**src/rtl/div_pkg.sv**
```systemverilog
package div_pkg;
    typedef enum logic {
        PH_IDLE = 1'b0,
        PH_RUN  = 1'b1
    } phase_e;
endpackage

```
**src/rtl/div_prep.sv**
```systemverilog
module div_prep #(
    parameter int K = 8
) (
    input  logic             is_signed,
    input  logic [2*K-1:0]   dividend,
    input  logic [K-1:0]     divisor,
    output logic [2*K-1:0]   mag_dvd,
    output logic [K-1:0]     mag_dvs,
    output logic             neg_q,
    output logic             neg_r,
    output logic             dz,
    output logic             ovf
);
    localparam int DW = 2 * K;

    logic sgn_dvd, sgn_dvs;

    always_comb begin
        sgn_dvd = is_signed & dividend[DW-1];
        sgn_dvs = is_signed & divisor[K-1];
        mag_dvd = sgn_dvd ? (~dividend + DW'(1)) : dividend;
        mag_dvs = sgn_dvs ? (~divisor + K'(1)) : divisor;
        neg_q   = sgn_dvd ^ sgn_dvs;
        neg_r   = sgn_dvd;
        dz      = (divisor == '0);
        ovf     = !dz && (mag_dvd[DW-1:K] >= mag_dvs);
    end
endmodule

```
**src/rtl/div_step.sv**
```systemverilog
module div_step #(
    parameter int K = 8
) (
    input  logic [2*K-1:0] acc,
    input  logic [K-1:0]   dvs,
    output logic [2*K-1:0] acc_nxt
);
    localparam int DW = 2 * K;

    logic [K:0]   shifted_top;
    logic [K:0]   trial;
    logic         fits;
    logic [K-1:0] new_top;

    always_comb begin
        shifted_top = acc[DW-1:K-1];
        trial       = shifted_top - {1'b0, dvs};
        fits        = (shifted_top >= {1'b0, dvs});
        new_top     = fits ? trial[K-1:0] : shifted_top[K-1:0];
        acc_nxt     = {new_top, acc[K-2:0], fits};
    end
endmodule

```
**src/rtl/div_fixup.sv**
```systemverilog
module div_fixup #(
    parameter int W = 8
) (
    input  logic [W-1:0] mag,
    input  logic         neg,
    output logic [W-1:0] value
);
    always_comb begin
        value = neg ? (~mag + W'(1)) : mag;
    end
endmodule

```
**src/rtl/seq_divider.sv**
```systemverilog
module seq_divider
    import div_pkg::*;
#(
    parameter int K = 8
) (
    input  logic             clk,
    input  logic             rst_n,
    input  logic             start,
    input  logic             is_signed,
    input  logic [2*K-1:0]   dividend,
    input  logic [K-1:0]     divisor,
    output logic             busy,
    output logic             done,
    output logic [K-1:0]     quotient,
    output logic [K-1:0]     remainder,
    output logic             div_zero,
    output logic             overflow
);
    localparam int DW = 2 * K;
    localparam int CW = (K > 1) ? $clog2(K) : 1;

    typedef struct packed {
        phase_e          phase;
        logic            done;
        logic [CW-1:0]   cnt;
        logic [DW-1:0]   acc;
        logic [K-1:0]    dvs;
        logic            neg_q;
        logic            neg_r;
        logic            dz;
        logic            ovf;
    } state_t;

    state_t s_d, s_q;

    logic [DW-1:0] p_mag_dvd;
    logic [K-1:0]  p_mag_dvs;
    logic          p_neg_q, p_neg_r, p_dz, p_ovf;
    logic [DW-1:0] step_acc;

    div_prep #(.K(K)) u_prep (
        .is_signed (is_signed),
        .dividend  (dividend),
        .divisor   (divisor),
        .mag_dvd   (p_mag_dvd),
        .mag_dvs   (p_mag_dvs),
        .neg_q     (p_neg_q),
        .neg_r     (p_neg_r),
        .dz        (p_dz),
        .ovf       (p_ovf)
    );

    div_step #(.K(K)) u_step (
        .acc     (s_q.acc),
        .dvs     (s_q.dvs),
        .acc_nxt (step_acc)
    );

    div_fixup #(.W(K)) u_fix_q (
        .mag   (s_q.acc[K-1:0]),
        .neg   (s_q.neg_q),
        .value (quotient)
    );

    div_fixup #(.W(K)) u_fix_r (
        .mag   (s_q.acc[DW-1:K]),
        .neg   (s_q.neg_r),
        .value (remainder)
    );

    always_comb begin
        s_d      = s_q;
        s_d.done = 1'b0;
        case (s_q.phase)
            PH_IDLE: begin
                if (start) begin
                    s_d.dz  = p_dz;
                    s_d.ovf = p_ovf;
                    if (p_dz || p_ovf) begin
                        s_d.acc   = '0;
                        s_d.neg_q = 1'b0;
                        s_d.neg_r = 1'b0;
                        s_d.done  = 1'b1;
                    end else begin
                        s_d.phase = PH_RUN;
                        s_d.cnt   = CW'(K - 1);
                        s_d.acc   = p_mag_dvd;
                        s_d.dvs   = p_mag_dvs;
                        s_d.neg_q = p_neg_q;
                        s_d.neg_r = p_neg_r;
                    end
                end
            end
            PH_RUN: begin
                s_d.acc = step_acc;
                if (s_q.cnt == '0) begin
                    s_d.phase = PH_IDLE;
                    s_d.done  = 1'b1;
                end else begin
                    s_d.cnt = s_q.cnt - CW'(1);
                end
            end
            default: s_d.phase = PH_IDLE;
        endcase
    end

    always_ff @(posedge clk or negedge rst_n) begin
        if (!rst_n) begin
            s_q <= '0;
        end else begin
            s_q <= s_d;
        end
    end

    assign busy     = (s_q.phase == PH_RUN);
    assign done     = s_q.done;
    assign div_zero = s_q.dz;
    assign overflow = s_q.ovf;

    // a zero divisor is never reported as an overflow as well
    p_dz_excl_r4: assert property (@(posedge clk) disable iff (!rst_n)
        div_zero |-> !overflow);

    // the completion pulse lasts one cycle
    p_done_pulse_r3: assert property (@(posedge clk) disable iff (!rst_n)
        done && !start |=> !done);

    // no completion while iterations are still running
    p_busy_no_done_r3: assert property (@(posedge clk) disable iff (!rst_n)
        busy |-> !done);

    // error exits leave both results at zero
    p_err_zero_r5: assert property (@(posedge clk) disable iff (!rst_n)
        (div_zero || overflow) |-> (quotient == '0 && remainder == '0));

    // a running divide carries on regardless of start
    p_start_ignored_r7: assert property (@(posedge clk) disable iff (!rst_n)
        busy && start |=> (busy || done));

    // results hold while idle and no request arrives
    p_hold_r8: assert property (@(posedge clk) disable iff (!rst_n)
        !busy && !start |=> ($stable(quotient) && $stable(remainder)
                             && $stable(div_zero) && $stable(overflow)));
endmodule

```
**config.mk**
```make
export PLATFORM = sky130hd
export DESIGN_NAME = seq_divider
export DESIGN_NICKNAME = d
export VERILOG_FILES = /design/src/rtl/div_pkg.sv /design/src/rtl/div_prep.sv /design/src/rtl/div_step.sv /design/src/rtl/div_fixup.sv /design/src/rtl/seq_divider.sv
export SDC_FILE = /design/constraint.sdc
export NUM_CORES = 1
export LEC_CHECK = 0
export BUFFER_PORTS_ARGS = -buffer_cell sky130_fd_sc_hd__buf_2
export CAP_MARGIN = 40
export CORE_UTILIZATION = 45
export DETAILED_ROUTE_END_ITERATION = 7
export PLACE_DENSITY = 0.69
export SETUP_SLACK_MARGIN = 0.4
export SYNTH_ARGS = -nofsm -noshare
export SYNTH_HDL_FRONTEND = slang
export SYNTH_HIERARCHICAL = 1
export SYNTH_SLANG_ARGS = --single-unit
```
**constraint.sdc**
```tcl
create_clock -name clk -period 5.05 [get_ports clk]
set_clock_uncertainty 0.2 [all_clocks]
set_input_delay 1.2625 -clock clk [delete_from_list [all_inputs] [get_ports clk]]
set_output_delay 1.2625 -clock clk [all_outputs]
set_load 0.02 [all_outputs]
```
Word-level counts from Yosys, hierarchy flattened
Cells that the tools add are included.
{"block": "word_totals", "reg_bits": 33}
{"block": "op_classes", "n_eq_ne": 3, "n_mux": 15, "add_sub_neg": 6, "bitwise_logic": 9, "order_cmp": 2, "reduce_logical": 8}
{"operator": "21-bit one-hot mux with 2 select lines", "n": 1}
{"operator": "8-bit 2-to-1 mux", "n": 5}
{"operator": "33-bit 2-to-1 mux", "n": 1}
{"operator": "16-bit 2-to-1 mux", "n": 2}
{"operator": "8-bit by 1-bit adder with 8-bit output (second input constant)", "n": 3}
{"operator": "8-bit NOT", "n": 3}
{"operator": "16-bit by 1-bit adder with 16-bit output (second input constant)", "n": 1}
{"operator": "16-bit NOT", "n": 1}
{"operator": "9-bit by 8-bit >= comparator with 1-bit output", "n": 1}
{"operator": "8-bit >= comparator", "n": 1}
{"operator": "8-bit logical NOT", "n": 1}
{"operator": "8-bit subtractor", "n": 1}
{"operator": "3-bit 2-to-1 mux", "n": 2}
{"operator": "2-bit inequality test (second input constant)", "n": 3}
{"operator": "3-bit AND reduction", "n": 2}
{"operator": "2-bit 2-to-1 mux", "n": 2}
{"operator": "3-bit logical NOT", "n": 1}
{"operator": "3-bit by 1-bit subtractor with 3-bit output (second input constant)", "n": 1}
{"operator": "1-bit AND", "n": 2}
{"operator": "1-bit 2-to-1 mux", "n": 2}
{"operator": "1-bit NOT", "n": 2}
{"operator": "2-bit AND reduction", "n": 1}
{"operator": "1-bit logical AND", "n": 1}
{"operator": "1-bit logical NOT", "n": 1}
{"operator": "2 further kinds", "n": 2}

Longest topological paths before layout
Gate-level depths: netlist of run 1.
{"block": "depth", "ltp_word": 9, "ltp_mapped": 14}

Cells and area by module
Netlist of run 1, hierarchy kept.
{"mod": "seq_divider", "n_inst": 1, "cells_per_inst": 109, "seq_area_each_um2": 825.8, "area_each_um2": 1353.8}
{"mod": "div_prep", "n_inst": 1, "cells_per_inst": 105, "seq_area_each_um2": 0.0, "area_each_um2": 709.4}
{"mod": "div_step", "n_inst": 1, "cells_per_inst": 76, "seq_area_each_um2": 0.0, "area_each_um2": 593.1}
{"mod": "div_fixup", "n_inst": 2, "cells_per_inst": 21, "seq_area_each_um2": 0.0, "area_each_um2": 171.4}

Least setup slack after synthesis of run 1
No wires, ideal clock.
{"block": "synth_timing", "path_type": "input -> register", "startpoint": "input port dividend[7]", "endpoint": "register s_q[10] (netlist name)", "cell_stages": 11, "t_arrival_ns": 3.938, "setup_time_ns": 0.128, "path_slack_ns": 0.785, "cell_sequence": "or4_4 -> o31ai_1 -> xnor2_1 -> ha_1 -> or2_2 -> a21oi_1 -> nor4b_1 -> a21o_1 -> nor4b_2 -> buf_4 -> mux2_1"}
{"block": "synth_via", "elab_chain_cells": 8}
{"element": "start: declaration", "line_no": "seq_divider.sv:10", "text": "input logic [2*K-1:0] dividend,"}
{"element": "16-bit NOT", "line_no": "div_prep.sv:21", "text": "mag_dvd = sgn_dvd ? (~dividend + DW'(1)) : dividend;"}
{"element": "16-bit by 1-bit adder with 16-bit output", "line_no": "div_prep.sv:21"}
{"element": "16-bit 2-to-1 mux", "line_no": "div_prep.sv:21"}
{"element": "via p_mag_dvd[10]", "line_no": "seq_divider.sv:36", "text": "logic [DW-1:0] p_mag_dvd;"}
{"element": "8-bit >= comparator", "line_no": "div_prep.sv:26", "text": "ovf = !dz && (mag_dvd[DW-1:K] >= mag_dvs);"}
{"element": "1-bit logical AND", "line_no": "div_prep.sv:26"}
{"element": "via p_ovf", "line_no": "seq_divider.sv:38", "text": "logic p_neg_q, p_neg_r, p_dz, p_ovf;"}
{"element": "1-bit logical OR", "line_no": "seq_divider.sv:79", "text": "if (p_dz || p_ovf) begin"}
{"element": "1-bit NOT (no line)"}
{"element": "3-bit AND reduction (no line)"}
{"element": "end signal: assignment", "line_no": "seq_divider.sv:109", "text": "s_q <= '0;"}
{"element": "end signal: assignment", "line_no": "seq_divider.sv:111", "text": "s_q <= s_d;"}
{"element": "end: declaration", "line_no": "seq_divider.sv:34", "text": "state_t s_d, s_q;"}
The timed path passes the listed nets, and every way through them passes these cells.
A chain may end at the register's enable or synchronous reset.

Final worst setup path of run 1
{"block": "layout_timing", "startpoint": "input port dividend[7]", "endpoint": "register s_q[6] (netlist name)"}
The elaborated chain is that of the path after synthesis.

==> summary.md, run 1 <==
| Metric | Value |
|---|---|
| Crit path launch type | input port |
| Max Slew Vio Count | 0 |
| First-pass GRT wire length | approximately 12,000 um |
| Final core area utilization | 0.523 |
| H-tree depth | 2 |
| Final Critical Period | roughly 4.3 ns |
| Port buffer count | 47 |
| Hold Path Origin | s_q[28] |
| Grt ovf | 0 |
| Vias in the first global route | ~2,400 |
| Yosys top cell area share | 0.275 |
| Gr busiest metal | met2 |
| Slowest cell on crit path | or4_4 |
| Layout cell share with drive strength beyond 1 | 0.222 |
| Sequential fraction of the synthesis area | 0.275 |
| Fillers | slightly above 600 |
| Initial antenna violation count | 0 |
| Final TNS setup | 0 ns |
| Worst-skew pair later-pin latency | approximately 0.28 ns |
| Syn_nets | 383 |
| Violated checks | design-rule violations |
| RSZ-0062 raised after global routing | false |
| Status | finished with violations |
| Slew at the pin closest to its max-slew limit | between 0.9 and 1 ns |
| CP top delay family | simple AND/OR/NAND/NOR gates |
| Netlist cell types | 57 |
| Max incr delay on CP | 0.58 ns |
| FF-to-FF Start | s_q[22] |
| Met3 Use GR | 0.0356 |
| CTS tree | done |
| Via/cell ratio | about 5.7 |
| Clock-pin slew on the worst setup and hold paths | about 0.07 ns |
| Die ar. | ~7000 sq um |
| N_diodes | 0 |
| List of most frequent post-synthesis cells | inv_1 (51), dfrtp_1 (33), xnor2_1 (25) |
| # clock sinks | 33 |
| Power density over the cells | approximately 700 nW/um^2 |
| Clock Tree Root | clkbuf_8 |
| Largest area contributor in the netlist | dfrtp_1 |
| Netlist Area Pre-Place | roughly 3000 sq um |
| GR Layer Usage met1 | 0.286 |
| Slew headroom | 0.398 |
| DR vias | roughly 2,600 |
| Synth top area cells | dfrtp_1 (28%), ha_1 (9.2%), xnor2_1 (7.3%), inv_1 (6.4%), a222oi_1 (5.3%) |
| Max Fanout on Critical Path | 13 |
| Row count | 29 |
| Synthesis-stage register bit count | 33 |
| DR pass1 iterations | 8 |
| Ys flop type | dfrtp_1 |
| CP Class | in -> reg |
| Post-Syn Instances | ~330 |
| Initial Utilization | 0.470 |
| Final setup viols | 0 |
| Die height | about 84 um |
| Critical-path cell list | buf_2 > or4_4 > o31ai_1 > xnor2_1 > ha_1 > or2_2 > a21oi_1 > nor4b_1 > a21o_1 > nor4b_4 > buf_4 > mux2_1 |
| CP required | between 5 and 6 ns |
| Worst path bufs/invs | 2 |
| Postcts setup bufs | 0 |
| Core area | about 6400 sq um |
| Per-cell routed wire length | roughly 16 um |
| Post_cts resized | 0 |
| EDFF count, synth | 0 |
| DR iter-0 viols | ~200 |
| CP startpoint | dividend[7] |
| Fmax | roughly 0.23 GHz |
| WL final | roughly 7000 um |
| Count leader, synth | inv_1 |
| Clock buffer depth | 2 |
| Final Hold Fails | 0 |
| Cts hold-fix bufs | 0 |
| Synthesized area per cell | roughly 9 sq um |
| Die Width | around 84 um |
| GR Util All Layers | 0.206 |
| Crit end category | flop |
| Placer Congestion | slightly above 0.9 |
| Met2 capacity usage during global routing | 0.341 |
| HP Class | reg -> reg |
| Crit share post-route | 0.860 |
| Area growth syn-to-layout | 11.3% |
| Yosys Warn Count | 6 |
| Peak VDD IR | approximately 0.46 mV |
| CTS Buf Count | 5 |
| CP arrival | between 4 and 5 ns |
| Drc violations | 2 |
| Final #Nets | 420 |
| Max-capacitance violation count | 0 |
| DP Wirelength | roughly 5400 um |
| Leak Pwr | 0.00165 uW |
| Antenna Violating Nets Remaining | 0 |
| Io pins | 48 |
| FFs w/ async S/R, synth | 1.00 |
| Min Hold Slack | between 0.2 and 0.3 ns |
| Largest net degree at the start of global routing | 34 |
-- stage by stage --
stage / instances / worst slack, ns / power, uW / instance area [sq um]
2_1_floorplan: 332 / 0.785 / 1780 / 3000
3_3_place_gp: 438 / 0.526 / 2020 / 3220
3_5_place_dp: 439 / 0.457 / 2060 / 3220
4_1_cts: 447 / 0.746 / 2330 / 3340
5_1_grt: 447 / 0.511 / 2510 / 3340
6_report: 447 / 0.705 / 2330 / 3340
-- report_power, final --
part,internal [uW],switching [uW]
Combinational,699,793
Clock,161,96.9
Sequential,390,186
-- kinds of logic (layout without fill, tap and decap cells) --
logic type                 Yosys count  after routing  synth area share
and+or+nand+nor                     75             75             0.142
adders and majority gates           23             23            0.0985
muxes                               18             18            0.0655
buffers and inverters               72            110             0.113
DFF                                 33             33             0.275
xor gates and xnor gates            34             34            0.0993
AOI/OAI and AO/OA                   77             77             0.207
-- cell usage in the layout, fill, tap and decap left out, types with 3 or more instances in the layout --
master and instances:
nor2_1 15, a31oi_1 4, xor2_1 9, o31ai_1 3, mux2_1 8, or3_4 4, mux2_2 5, ha_1 22
clkbuf_8 6, buf_4 4, o21ai_1 4, nand3_1 4, o21ai_0 11, mux2i_1 5, dfrtp_1 33, a222oi_1 16
nand2_1 19, nor3_1 6, a21oi_1 13, xnor2_1 25, buf_2 47, inv_1 51, nand2b_1 7, a21o_1 5
-- per-layer routing --
layer	vias to the layer above	wire [um]
li1	1235	-
met1	1219	3440
met2	90	3150
met3	8	369
met4	0	44
met5	-	0
-- registers in the layout, indices dropped and copies added, names as in the netlist --
name / cells
busy: 1
div_zero: 1
s_q: 29
done: 1
overflow: 1
-- final cells by class --
| type | count | area [sq um] | area share |
|---|---|---|---|
| sequential | 33 | 826 | 0.247 |
| clock inverter | 1 | 30.0 | 0.00899 |
| clock buffer | 7 | 86.3 | 0.0259 |
| inverter | 51 | 191 | 0.0573 |
| tap | 77 | 96.3 | 0.0288 |
| timing repair buffer | 51 | 265 | 0.0794 |
| multi-input combinational | 227 | 1840 | 0.552 |
-- final timing paths --
| check | slack, ns | endpoint | cells after the start |
|---|---|---|---|
| max | 0.71 | s_q[6] | 12 |
| min | 0.29 | s_q[28] | 1 |
| max reg2reg | 2.15 | s_q[22] | 8 |
| min reg2reg | 0.29 | s_q[28] | 1 |
| max in group asynchronous | 3.31 | s_q[27] | 1 |
| min in group asynchronous | 0.86 | s_q[17] | 1 |
No activity file was read; power rests on OpenSTA's default activity.
==> run 2, diff against run 1 <==
- ABC_AREA: unset -> 1
- PLACE_DENSITY: 0.69 -> 0.68
==> run 2 against run 1 <==
  * The run now ends clean
  * Non-clock buffer count shrank 4
  * Design area grew 11%
  * First-iteration DRC count grew 3.1%
  * Sequential share of layout area shrank 2.4 points
  * Largest cell class unchanged
==> summary.md, run 2 <==
| Metric | Value |
|---|---|
| Final Hold Fails | 0 (unchanged) |
| Per-cell routed wire length | 11.4 um (-27%) |
| Area growth syn-to-layout | 9.54% |
| Crit end category | flop |
| Biggest register | s_q |
| Worst-skew pair later-pin latency | 0.29 ns (about the same) |
| Slew at the pin closest to its max-slew limit | 0.807 ns (-0.0972 ns) |
| Yosys top cell area share | 0.245 (-0.0303) |
| Ys flop type | dfrtp_1 |
| Die ar. | 7840 sq um (+12%) |
| Worst path bufs/invs | 2 (unchanged) |
| Clock buffer depth | 2 (unchanged) |
| List of most frequent post-synthesis cells | nand2_1 (217), inv_1 (68), nand3_1 (56) |
| CP arrival | 3.65 ns (-0.66 ns) |
| Fmax | 0.272 GHz (+18%) |
| RSZ-0062 raised after global routing | false |
| Grt ovf | 0 (unchanged) |
| CP required | 5.03 ns (+0.02 ns) |
| Initial antenna violation count | 0 (unchanged) |
| # clock sinks | 33 (unchanged) |
| N_diodes | 0 (unchanged) |
| Netlist cell types | 33 (-42%) |
| GR Util All Layers | 0.212 (+0.00525) |
| Clock Tree Root | clkbuf_8 |
| Max-capacitance violation count | 0 (unchanged) |
| Postcts setup bufs | 0 (unchanged) |
| Clock-pin slew on the worst setup and hold paths | 0.07 ns (about the same) |
| Max Slew Vio Count | 0 (unchanged) |
| Final Critical Period | 3.67 ns (-0.675 ns) |
| Sequential fraction of the synthesis area | 0.245 (-0.0303) |
| Slowest cell on crit path | nand2_1 |
| HP Class | reg -> reg |
| Antenna Violating Nets Remaining | 0 (unchanged) |
| Max Fanout on Critical Path | 11 (-2) |
| Placer Congestion | 0.860 (-5.1%) |
| CP top delay family | simple AND/OR/NAND/NOR gates |
| Cts hold-fix bufs | 0 (unchanged) |
| Via/cell ratio | 4.94 (-14%) |
| Largest register FFs | 29 (unchanged) |
| Final TNS setup | 0 ns (unchanged) |
| Max incr delay on CP | 0.30 ns (-0.28 ns) |
| H-tree depth | 2 (unchanged) |
| DR vias | 3,293 (+29%) |
| Most frequent CP cell | nand2_1 |
| Crit share post-route | 0.727 (-0.134) |
| Count leader, synth | nand2_1 |
| DP Wirelength | 6190 um (+16%) |
| CP Class | in -> reg |
| CTS Buf Count | 5 (unchanged) |
| Placed Area | 3570 sq um (+11%) |
| Core area | 7250 sq um (+14%) |
| Largest area contributor in the netlist | dfrtp_1 |
| Post-Layout Inst Area | 3690 sq um (+11%) |
| Commonest non-fill, non-tap cell in the layout | nand2_1 |
| Yosys Warn Count | 6 (unchanged) |
| Syn_nets | 585 (+53%) |
| Post_cts resized | 0 (unchanged) |
| CTS tree | done |
| Die height | 88.5 um (+5.9%) |
| First-pass GRT wire length | 12,900 um (+11%) |
| Port buffer count | 47 (unchanged) |
| Synthesis-stage register bit count | 33 (unchanged) |
| Io pins | 48 (unchanged) |
| Most frequent cells in the layout | nand2_1 (217), inv_1 (68), nand3_1 (56) |
| Power density over the cells | 619 nW/um^2 (-11%) |
| Netlist Area Pre-Place | 3370 sq um (+12%) |
| Synthesized area per cell | 6.31 sq um (-30%) |
| Slew headroom | 0.462 (+0.0648) |
| Peak VDD IR | 0.183 mV (-60%) |
| DR iter-0 viols | 201 (+3.1%) |
| Initial Utilization | 0.465 (-0.00508) |
| EDFF count, synth | 0 (unchanged) |
| DR pass1 iterations | 7 (-1) |
| Post-Syn Instances | 534 (+61%) |
| Leak Pwr | 0.00211 uW (+28%) |
| Row count | 31 (+6.9%) |
| Status | complete, no violations |
| Synth top area cells | dfrtp_1 (25%), nand2_1 (24%), nand3_1 (8.3%), ha_1 (8.2%), inv_1 (7.6%) |
| Final setup viols | 0 (unchanged) |
| FFs w/ async S/R, synth | 1.00 (unchanged) |
| Die Width | 88.5 um (+5.9%) |
| Critical-path cell list | buf_2 > inv_1 > ha_1 > nand2_1 > nor2_4 > nand2_2 > nand2_4 > nand2_1 > nand2_1 > nand2_1 > ha_1 > nand2_1 > o21a_1 > a21oi_1 > nor2_1 > nand2_1 > nand2_1 > nand2_1 > nand2_1 |
| Largest net degree at the start of global routing | 34 (unchanged) |
| Final #Nets | 618 (+47%) |
| Drc violations | 0 (-2) |
| WL final | 7590 um (+8.5%) |
| Crit path launch type | input port |
| Layout cell share with drive strength beyond 1 | 0.167 (-0.0544) |
| Vias in the first global route | 2,853 (+17%) |
run 2: changes by cell type in the layout (fill, tap and decap cells not counted), moves of 8 or more:
cell      before  now
a222oi_1      16    0
inv_1         51   68
mux2_1         8    0
nand2_1       19  217
nand2_2        1   13
nand3_1        4   56
nor2_1        15   28
xnor2_1       25    8
run 2: per-layer routing:
metal,share of wire,track usage
met5,0,0
met4,0.011,0.0528
met3,0.049,0.0261
met2,0.45,0.334
met1,0.49,0.307
run 2: cells by family after synthesis:
kind of cell	synth area share
flip-flops	0.245
buffers and inverters	0.133
AO/OA/AOI/OAI	0.0405
AND/OR/NAND/NOR	0.445
adder cells (fa/ha/maj)	0.0876
XOR/XNOR	0.0490
run 2: metrics by stage:
| step | total power, uW | std cells | hold WS, ns | setup WS, ns | utilization |
|---|---|---|---|---|---|
| floorplan | 1730 | 534 | 0.248 | 1.54 | - |
| global placement | 2010 | 659 | 0.269 | 1.20 | 0.493 |
| detailed placement | 2020 | 659 | 0.273 | 1.08 | 0.493 |
| CTS | 2290 | 667 | 0.291 | 1.38 | 0.509 |
| global route | 2530 | 667 | 0.303 | 1.09 | 0.509 |
| finish | 2280 | 667 | 0.292 | 1.38 | 0.509 |
run 2: worst reg2reg max path: stages (launching register included):
cell     delay (ns)
dfrtp_1        0.47
ha_1           0.40
nand2_1        0.08
nand2_1        0.07
nand2_1        0.08
nand2_2        0.07
a21oi_4        0.28
nand2_4        0.16
nand2_1        0.11
nand2_1        0.08
nand2_1        0.07
nand3_1        0.08
run 2: final cells by class:
type	instances	area (sq um)
clock buffer	7	86.3
multi-input combinational	403	2100
tap	99	124
fill	743	3560
timing repair buffer	47	235
clock inverter	1	30.0
inverter	77	294
sequential	33	826
run 2: path summary, 6_finish.rpt:
kind / start / to / slack [ns] / cells after the start
max: dividend[0] / s_q[28] / 1.38 / 19
min reg2reg: s_q[10] / s_q[10] / 0.29 / 2
min: s_q[10] / s_q[10] / 0.29 / 2
max in group asynchronous: rst_n / s_q[23] / 3.35 / 1
min in group asynchronous: rst_n / s_q[15] / 0.83 / 1
max reg2reg: s_q[25] / s_q[25] / 2.80 / 11
run 2: power breakdown:
group,internal [uW],switching (uW)
Clock,161,96.2
Sequential,384,171
Combinational,551,922
Total,1100,1190
